===== src/rtl/inbound_bar_shadow.sv =====
module inbound_bar_shadow #(
  parameter int NWIN     = 3,
  parameter int ADDR_W   = 8,
  parameter int BAR0_OFF = 'h10,
  parameter int SZ_W     = 5,
  parameter int MIN_SZ   = 11,
  parameter int PF_BIT   = 29
) (
  input  logic                     clk,
  input  logic                     rst_n,
  input  logic [ADDR_W-1:0]        cfg_addr,
  input  logic                     cfg_wr,
  input  logic [3:0]               cfg_be,
  input  logic [31:0]              cfg_wdata,
  output logic [31:0]              cfg_rdata,
  output logic                     cfg_hit,
  input  logic [$clog2(NWIN)-1:0]  csr_sel,
  input  logic                     csr_base_wr,
  input  logic                     csr_attr_wr,
  input  logic [31:0]              csr_wdata,
  output logic [31:0]              csr_base_rdata,
  output logic [31:0]              csr_attr_rdata
);
  localparam int SEL_W = $clog2(NWIN);
  localparam int LO    = MIN_SZ + 1;
  localparam int BW    = 32 - LO;

  logic [NWIN-1:0][BW-1:0]   base_q;
  logic [NWIN-1:0][SZ_W-1:0] sz_q;
  logic [NWIN-1:0]           pf_q;
  logic [NWIN-1:0][BW-1:0]   keep;
  logic [NWIN-1:0][BW-1:0]   cfg_m;
  logic [NWIN-1:0]           cfg_w, csr_w;
  logic [BW-1:0]             be_bits;

  always_comb
    for (int b = 0; b < BW; b++) be_bits[b] = cfg_be[(b + LO) / 8];

  wire unused_ok = ^{cfg_wdata[LO-1:0], csr_wdata[LO-1:0]} ^ cfg_be[0];

  for (genvar w = 0; w < NWIN; w++) begin : g_win
    localparam logic [ADDR_W-1:0] OFF = ADDR_W'(BAR0_OFF + 4 * w);
    logic [SZ_W-1:0] eff;
    assign eff = (sz_q[w] < SZ_W'(MIN_SZ)) ? SZ_W'(MIN_SZ) : sz_q[w];
    always_comb
      for (int b = 0; b < BW; b++) keep[w][b] = (b + LO) > int'(eff);
    assign cfg_w[w] = cfg_wr && cfg_addr == OFF;
    assign csr_w[w] = csr_sel == SEL_W'(w);
    assign cfg_m[w] = keep[w] & be_bits;

    always_ff @(posedge clk or negedge rst_n)
      if (!rst_n) begin
        base_q[w] <= '0;
        sz_q[w]   <= '0;
        pf_q[w]   <= 1'b0;
      end else begin
        if (csr_base_wr && csr_w[w])
          base_q[w] <= (csr_wdata[31:LO] & keep[w]) | (base_q[w] & ~keep[w]);
        else if (cfg_w[w])
          base_q[w] <= (cfg_wdata[31:LO] & cfg_m[w]) | (base_q[w] & ~cfg_m[w]);
        if (csr_attr_wr && csr_w[w]) begin
          sz_q[w] <= csr_wdata[SZ_W-1:0];
          pf_q[w] <= csr_wdata[PF_BIT];
        end
      end


    masked_hold_chk: assert property (@(posedge clk) disable iff (!rst_n)
      1'b1 |=> ((base_q[w] & ~$past(keep[w])) == ($past(base_q[w]) & ~$past(keep[w]))));

    csr_wins_chk: assert property (@(posedge clk) disable iff (!rst_n)
      (csr_base_wr && csr_w[w]) |=>
        ((base_q[w] & $past(keep[w])) == ($past(csr_wdata[31:LO]) & $past(keep[w]))));

    cfg_bytes_chk: assert property (@(posedge clk) disable iff (!rst_n)
      (cfg_w[w] && !(csr_base_wr && csr_w[w])) |=>
        ((base_q[w] & $past(cfg_m[w])) == ($past(cfg_wdata[31:LO]) & $past(cfg_m[w]))));

    idle_stable_chk: assert property (@(posedge clk) disable iff (!rst_n)
      !(cfg_w[w] || (csr_base_wr && csr_w[w])) |=> $stable(base_q[w]));
  end

  always_comb begin
    cfg_rdata = '0;
    cfg_hit   = 1'b0;
    for (int w = 0; w < NWIN; w++)
      if (cfg_addr == ADDR_W'(BAR0_OFF + 4 * w)) begin
        cfg_hit   = 1'b1;
        cfg_rdata = {base_q[w] & keep[w], {(LO-4){1'b0}}, pf_q[w], 3'b000};
      end
  end

  always_comb begin
    csr_base_rdata = '0;
    csr_attr_rdata = '0;
    for (int w = 0; w < NWIN; w++)
      if (csr_w[w]) begin
        csr_base_rdata = {base_q[w] & keep[w], {LO{1'b0}}};
        csr_attr_rdata[PF_BIT]     = pf_q[w];
        csr_attr_rdata[SZ_W-1:0]   = sz_q[w];
      end
  end
endmodule


===== config.mk =====
export PLATFORM = sky130hd
export DESIGN_NAME = inbound_bar_shadow
export DESIGN_NICKNAME = d
export VERILOG_FILES = /design/src/rtl/inbound_bar_shadow.sv
export SDC_FILE = /design/constraint.sdc
export NUM_CORES = 1
export LEC_CHECK = 0
export BUFFER_PORTS_ARGS = -buffer_cell sky130_fd_sc_hd__buf_2
export CAP_MARGIN = 15
export CORE_MARGIN = 2
export CORE_UTILIZATION = 57
export CTS_CLUSTER_SIZE = 24
export DETAILED_ROUTE_END_ITERATION = 7
export GPL_TIMING_DRIVEN = 0
export PLACE_DENSITY = 0.86
export SLEW_MARGIN = 20
export SYNTH_ARGS = -nofsm -noshare
export SYNTH_HDL_FRONTEND = slang
export SYNTH_SLANG_ARGS = --single-unit

===== constraint.sdc =====
create_clock -name clk -period 2.7 [get_ports clk]
set_input_delay 0.135 -clock clk [delete_from_list [all_inputs] [get_ports clk]]
set_output_delay 0.135 -clock clk [all_outputs]
set_load 0.05 [all_outputs]

# Yosys cells after proc, flatten, opt, wreduce, memory -nomap -nowiden
# Index checks and enable logic that the tools add are counted.
[word_totals] regBits=78 input_bits=83 out_inout_bits=97 elab_cells=144
[op_classes] n_lt_le_gt_ge=63 n_eq_ne=5 mux=24 n_bitwise=30 n_reduce_logical=13
[op_table] cell="$and 20x20->20" n=18
[op_table] cell="$gt 5x5->1 const A" n=48
[op_table] cell="$mux 32" n=6
[op_table] cell="$mux 20" n=6
[op_table] cell="$not 20->20" n=6
[op_table] cell="$or 20x20->20" n=6
[op_table] cell="$gt 4x5->1 const A" n=12
[op_table] cell="$mux 5" n=6
[op_table] cell="$eq 8x5->1 const B" n=3
[op_table] cell="$lt 5x4->1 const B" n=3
[op_table] cell="$logic_and 1x1->1" n=9
[op_table] cell="$mux 1" n=6
[op_table] cell="$reduce_bool 2->1" n=3
[op_table] cell="$eq 2x1->1 const B" n=1
[op_table] cell="$eq 2x2->1 const B" n=1
[op_table] cell="$logic_not 2->1" n=1

# Longest topological paths before layout
[depth] ltp_word=9 depth_mapped=7

# Worst setup path after synthesis
# Ideal clock, no wire load.
[synth_path] kind="in2out" start="input cfg_addr[5]" end="output cfg_rdata[16]" arrival_time_ns=3.002 t_required_ns=2.565 setup_slack_ns=-0.437 stages=4 cell_sequence="nor4b_1 clkbuf_1 nand2_1 o311ai_0"
[synth_between] elab_chain_cells=4 elab_cells_between_ends=6
[synth_lines] element="start, declared" line="11" rtl="input logic [ADDR_W-1:0] cfg_addr,"
[synth_lines] element="$eq 8x5->1" line="87" rtl="if (cfg_addr == ADDR_W'(BAR0_OFF + 4 * w)) begin"
[synth_lines] element="$mux 32 (2 in a row)" line="87"
[synth_lines] element="$mux 32 *" line="87"
[synth_lines] element="end, declared" line="15" rtl="output logic [31:0] cfg_rdata,"
# Every way passes the cells marked *; elsewhere a longest branch is shown, timed or not.

# Worst setup path after layout
[layout_path] start="input csr_sel[1]" end="output csr_base_rdata[19]"
[layout_between] elab_chain_cells=4 elab_cells_between_ends=6
[layout_lines] element="start, declared" line="17" rtl="input logic [$clog2(NWIN)-1:0] csr_sel,"
[layout_lines] element="$logic_not 2->1" line="48" rtl="assign csr_w[w] = csr_sel == SEL_W'(w);"
[layout_lines] element="$mux 32 (2 in a row)" line="97" rtl="if (csr_w[w]) begin"
[layout_lines] element="$mux 32 *" line="97"
[layout_lines] element="end, declared" line="21" rtl="output logic [31:0] csr_base_rdata,"
# Marked as above.

==> reports/results.tsv <==
stage	metric	value	unit
sta	max-slew-margin-rel	28.6	%
cts	clkTransAtPathRegs	0.09	ns
synthesis	synth_area_leaders	dfrtp_1 33%, a21oi_1 8.3%, nand3_1 8.2%	
synthesis	synth_top_area_cell	dfrtp_1	
synthesis	ys_warn_count	0	
outcome	outcome	complete, but fails checks	
cells_and_area	n_antenna_cell	0	
synthesis	synth_compound_area_share	28.8	%
power_and_ir_drop	powerDensity	669	nW/µm²
cts	cts_buffer_depth	2	
cells_and_area	syn2layout_area_growth	20.2	%
setup_path	crit_path_max_fanout	10	
sta	rsz0062_at_grt	true	
cells_and_area	multiInputGateArea	3530	µm²
cells_and_area	register_area	1950	µm²
route	drtPass1Iterations	8	
synthesis	synth_adder_area_share	0	%
power_and_ir_drop	vdd_ir_drop_max	0.356	mV
cts	post_cts_buffers	0	
global_routing	grt_pass1_vias	5940	
power_and_ir_drop	p_total	4.72	mW
sta	setup_viol	0	
cells_and_area	drive_above_1_share	26.5	%
synthesis	synth_edf_count	0	
sta	hold_violations	0	
sta	slew_violations	0	
setup_path	worst_setup_path_end_kind	primary output	
synthesis	synth_area_per_cell	8.20	µm²
global_routing	grt_pass1_wl	32.6	mm
synthesis	syn_inst	715	
synthesis	synth_top_family_by_area	compound AO/OA/AOI/OAI gates	
sta	worst_pin_slew	1.07	ns
cts	root_buffer	clkbuf_8	
route	post-route-drc-count	1	
cells_and_area	final_nets	968	
synthesis	ys_ff_latch	78	
cells_and_area	fillers	858	
cts	cts_tree	built	
synthesis	synth_top_area_share	33.3	%
sta	finClkSkew	0.0148	ns
synthesis	yosys.area_share.simple	21.3	%
cts	cts_sinks	78	
route	wl_per_cell	20.9	µm
cts	numCtsBuffers	9	
hold_path	hp-class	input pin to flip-flop	
synthesis	synth_cell_types	59	
placement	dp.final_hpwl	15.4	mm
cells_and_area	fin_util	69.6	%
cts	clk_latency	0.38	ns
die	io_pins	180	
synthesis	postSynth.topFlopCell	dfrtp_1	
placement	gp_congestion	1.07	
sta	finalCriticalPeriod	2.66	ns
sta	max_freq	376	MHz
job	cap_violations	0	
die	coreArea	10100	µm²
synthesis	synth.yosys.seq_area_share	33.3	%
global_routing	grt_usage	38.4	%
route	drtIter0Drc	999	
global_routing	grt_antenna_before_repair	0	
setup_path	critPathKind	input pin to primary output	
route	num_vias	6604	
sta	hold_ws	0.0250	ns
synthesis	syn_area	5870	µm²
setup_path	worstSetupStartpointType	input pin	
die	die_w	105	µm
synthesis	yosys-mux-area-fraction	6.34	%
global_routing	grt-ovfl-total	0	
power_and_ir_drop	leakage	3.06	nW
die	die_h	105	µm
die	rows	37	
sta	min_period_over_period	98.4	%
cts	htreeDepth	3	
die	start_util	57.9	%
route	via_per_inst	6.44	
placement	portBuffers	109	
synthesis	synth-xor-area-share	0	%
die	dieArea	11100	µm²
global_routing	grt_max_degree	46	
setup_path	cp.arrival	2.52	ns
setup_path	crit_required	2.57	ns
outcome	failed_checks	design-rule violations	
route	drt.antenna.violating_nets	0	
synthesis	synthArstFlopShare	100	%
route	drt-total-wl	21.5	mm
## final timing paths
path                                      from                    to  slack, ns  cells past startpoint
setup / recovery                    csr_sel[1]    csr_base_rdata[19]       0.04                      8
hold / removal                    csr_wdata[1]  sz_q[11]$_DFFE_PN0P_       0.03                      2
setup reg to reg           sz_q[9]$_DFFE_PN0P_             flip-flop       0.65                      5
hold reg to reg                      flip-flop             flip-flop       0.50                      1
max in group asynchronous                rst_n             async pin       1.84                      3
min in group asynchronous                rst_n             async pin       0.25                      2
## cell usage after synthesis (8+ instances only)
cell and n:
a21oi_1 97, nand3_1 96, dfrtp_1 78, nand2_1 57
buf_4 50, o22ai_1 43, o21ai_0 41, clkbuf_1 34
mux2_2 23, nor2_1 17, a31oi_1 14, nor3_1 10
and2_1 9, mux2i_1 9, o211ai_1 9, o31ai_4 9
buf_1 8, nand4_1 8
## cells by family (layout without fill, tap and decap cells)
group | count (synthesis) | after routing
AO/OA/AOI/OAI | 259 | 259
AND/OR/NAND/NOR | 238 | 238
buffers and inverters | 105 | 232
flip-flops | 78 | 78
multiplexers | 34 | 34
other | 1 | 49
## per-stage QoR
stage	TNS (ns)	worst slack, ns	area [µm²]	std cells
after CTS	0	0.0577	7010	1026
after floorplan	0	0.161	6050	763
after global routing	-0.00472	-0.00472	7050	1026
final	0	0.0424	7050	1026
after detailed placement	0	0.0543	6790	1009
after global placement	0	0.0328	6760	1008
## power by group
group	total [mW]	leakage (nW)	switching (mW)	internal (mW)
registers	1.70	0.893	0.222	1.48
clock network	0.993	0.106	0.524	0.469
logic	2.03	2.06	1.43	0.601
## per-layer routing
layer | vias to the layer above | track usage [%] | part of all wire [%]
met5 | - | 0 | 0
met1 | 2888 | 49.6 | 35
met4 | 0 | 24.2 | 6.8
met2 | 630 | 57.6 | 43
li1 | 2951 | - | -
met3 | 135 | 9.52 | 15
## cell usage in the layout (no fill, tap or decap), types with 3 or more instances in the layout
cell type | synthesis | routed
nand4_1 | 8 | 8
nor3_1 | 10 | 10
mux2i_1 | 9 | 9
dfrtp_1 | 78 | 78
buf_2 | 5 | 113
o31ai_4 | 9 | 9
and2_1 | 9 | 9
o21ai_0 | 41 | 39
clkbuf_1 | 34 | 32
nor4b_2 | 1 | 3
a22oi_1 | 5 | 5
o21a_1 | 7 | 7
clkbuf_8 | 0 | 10
a41oi_1 | 3 | 3
conb_1 | 1 | 49
nand3b_1 | 6 | 6
nand2b_1 | 3 | 3
a22o_1 | 7 | 7
nand3_1 | 96 | 96
buf_1 | 8 | 8
a31oi_1 | 14 | 14
inv_1 | 5 | 5
nor2_1 | 17 | 17
nor3b_1 | 6 | 6
or2_2 | 3 | 3
o211ai_1 | 9 | 9
o2bb2ai_1 | 3 | 3
nor2b_1 | 3 | 3
o221ai_1 | 3 | 3
nand2_1 | 57 | 57
a21oi_1 | 97 | 97
o31ai_1 | 5 | 3
inv_6 | 0 | 3
mux2_2 | 23 | 23
nor4_2 | 2 | 3
o22ai_1 | 43 | 43
buf_4 | 50 | 51
## repair_timing
item | in CTS | in global routing
endpoints found under the hold margin | 33 | 0
endpoints found under the setup margin | 0 | 12
resized for setup | 0 | 11
hold buffers | 1 | 0
## worst max-delay path, cell delays in order
cell and delay [ns]:
buf_2 0.10, clkbuf_1 0.34, nor2b_1 0.20, clkbuf_1 0.52
clkbuf_1 0.67, nand3_1 0.18, nand3_1 0.11, buf_2 0.26
## area by class of cell
type,instances,area share [%]
Buffer,99,8.27
Clock buffer,10,1.95
Clock inverter,6,1.06
Inverter,6,0.319
Multi-Input combinational cell,580,50.0
Sequential cell,78,27.7
Tap cell,136,2.41
Timing Repair Buffer,111,8.30
(Power assumes the default switching activity.)
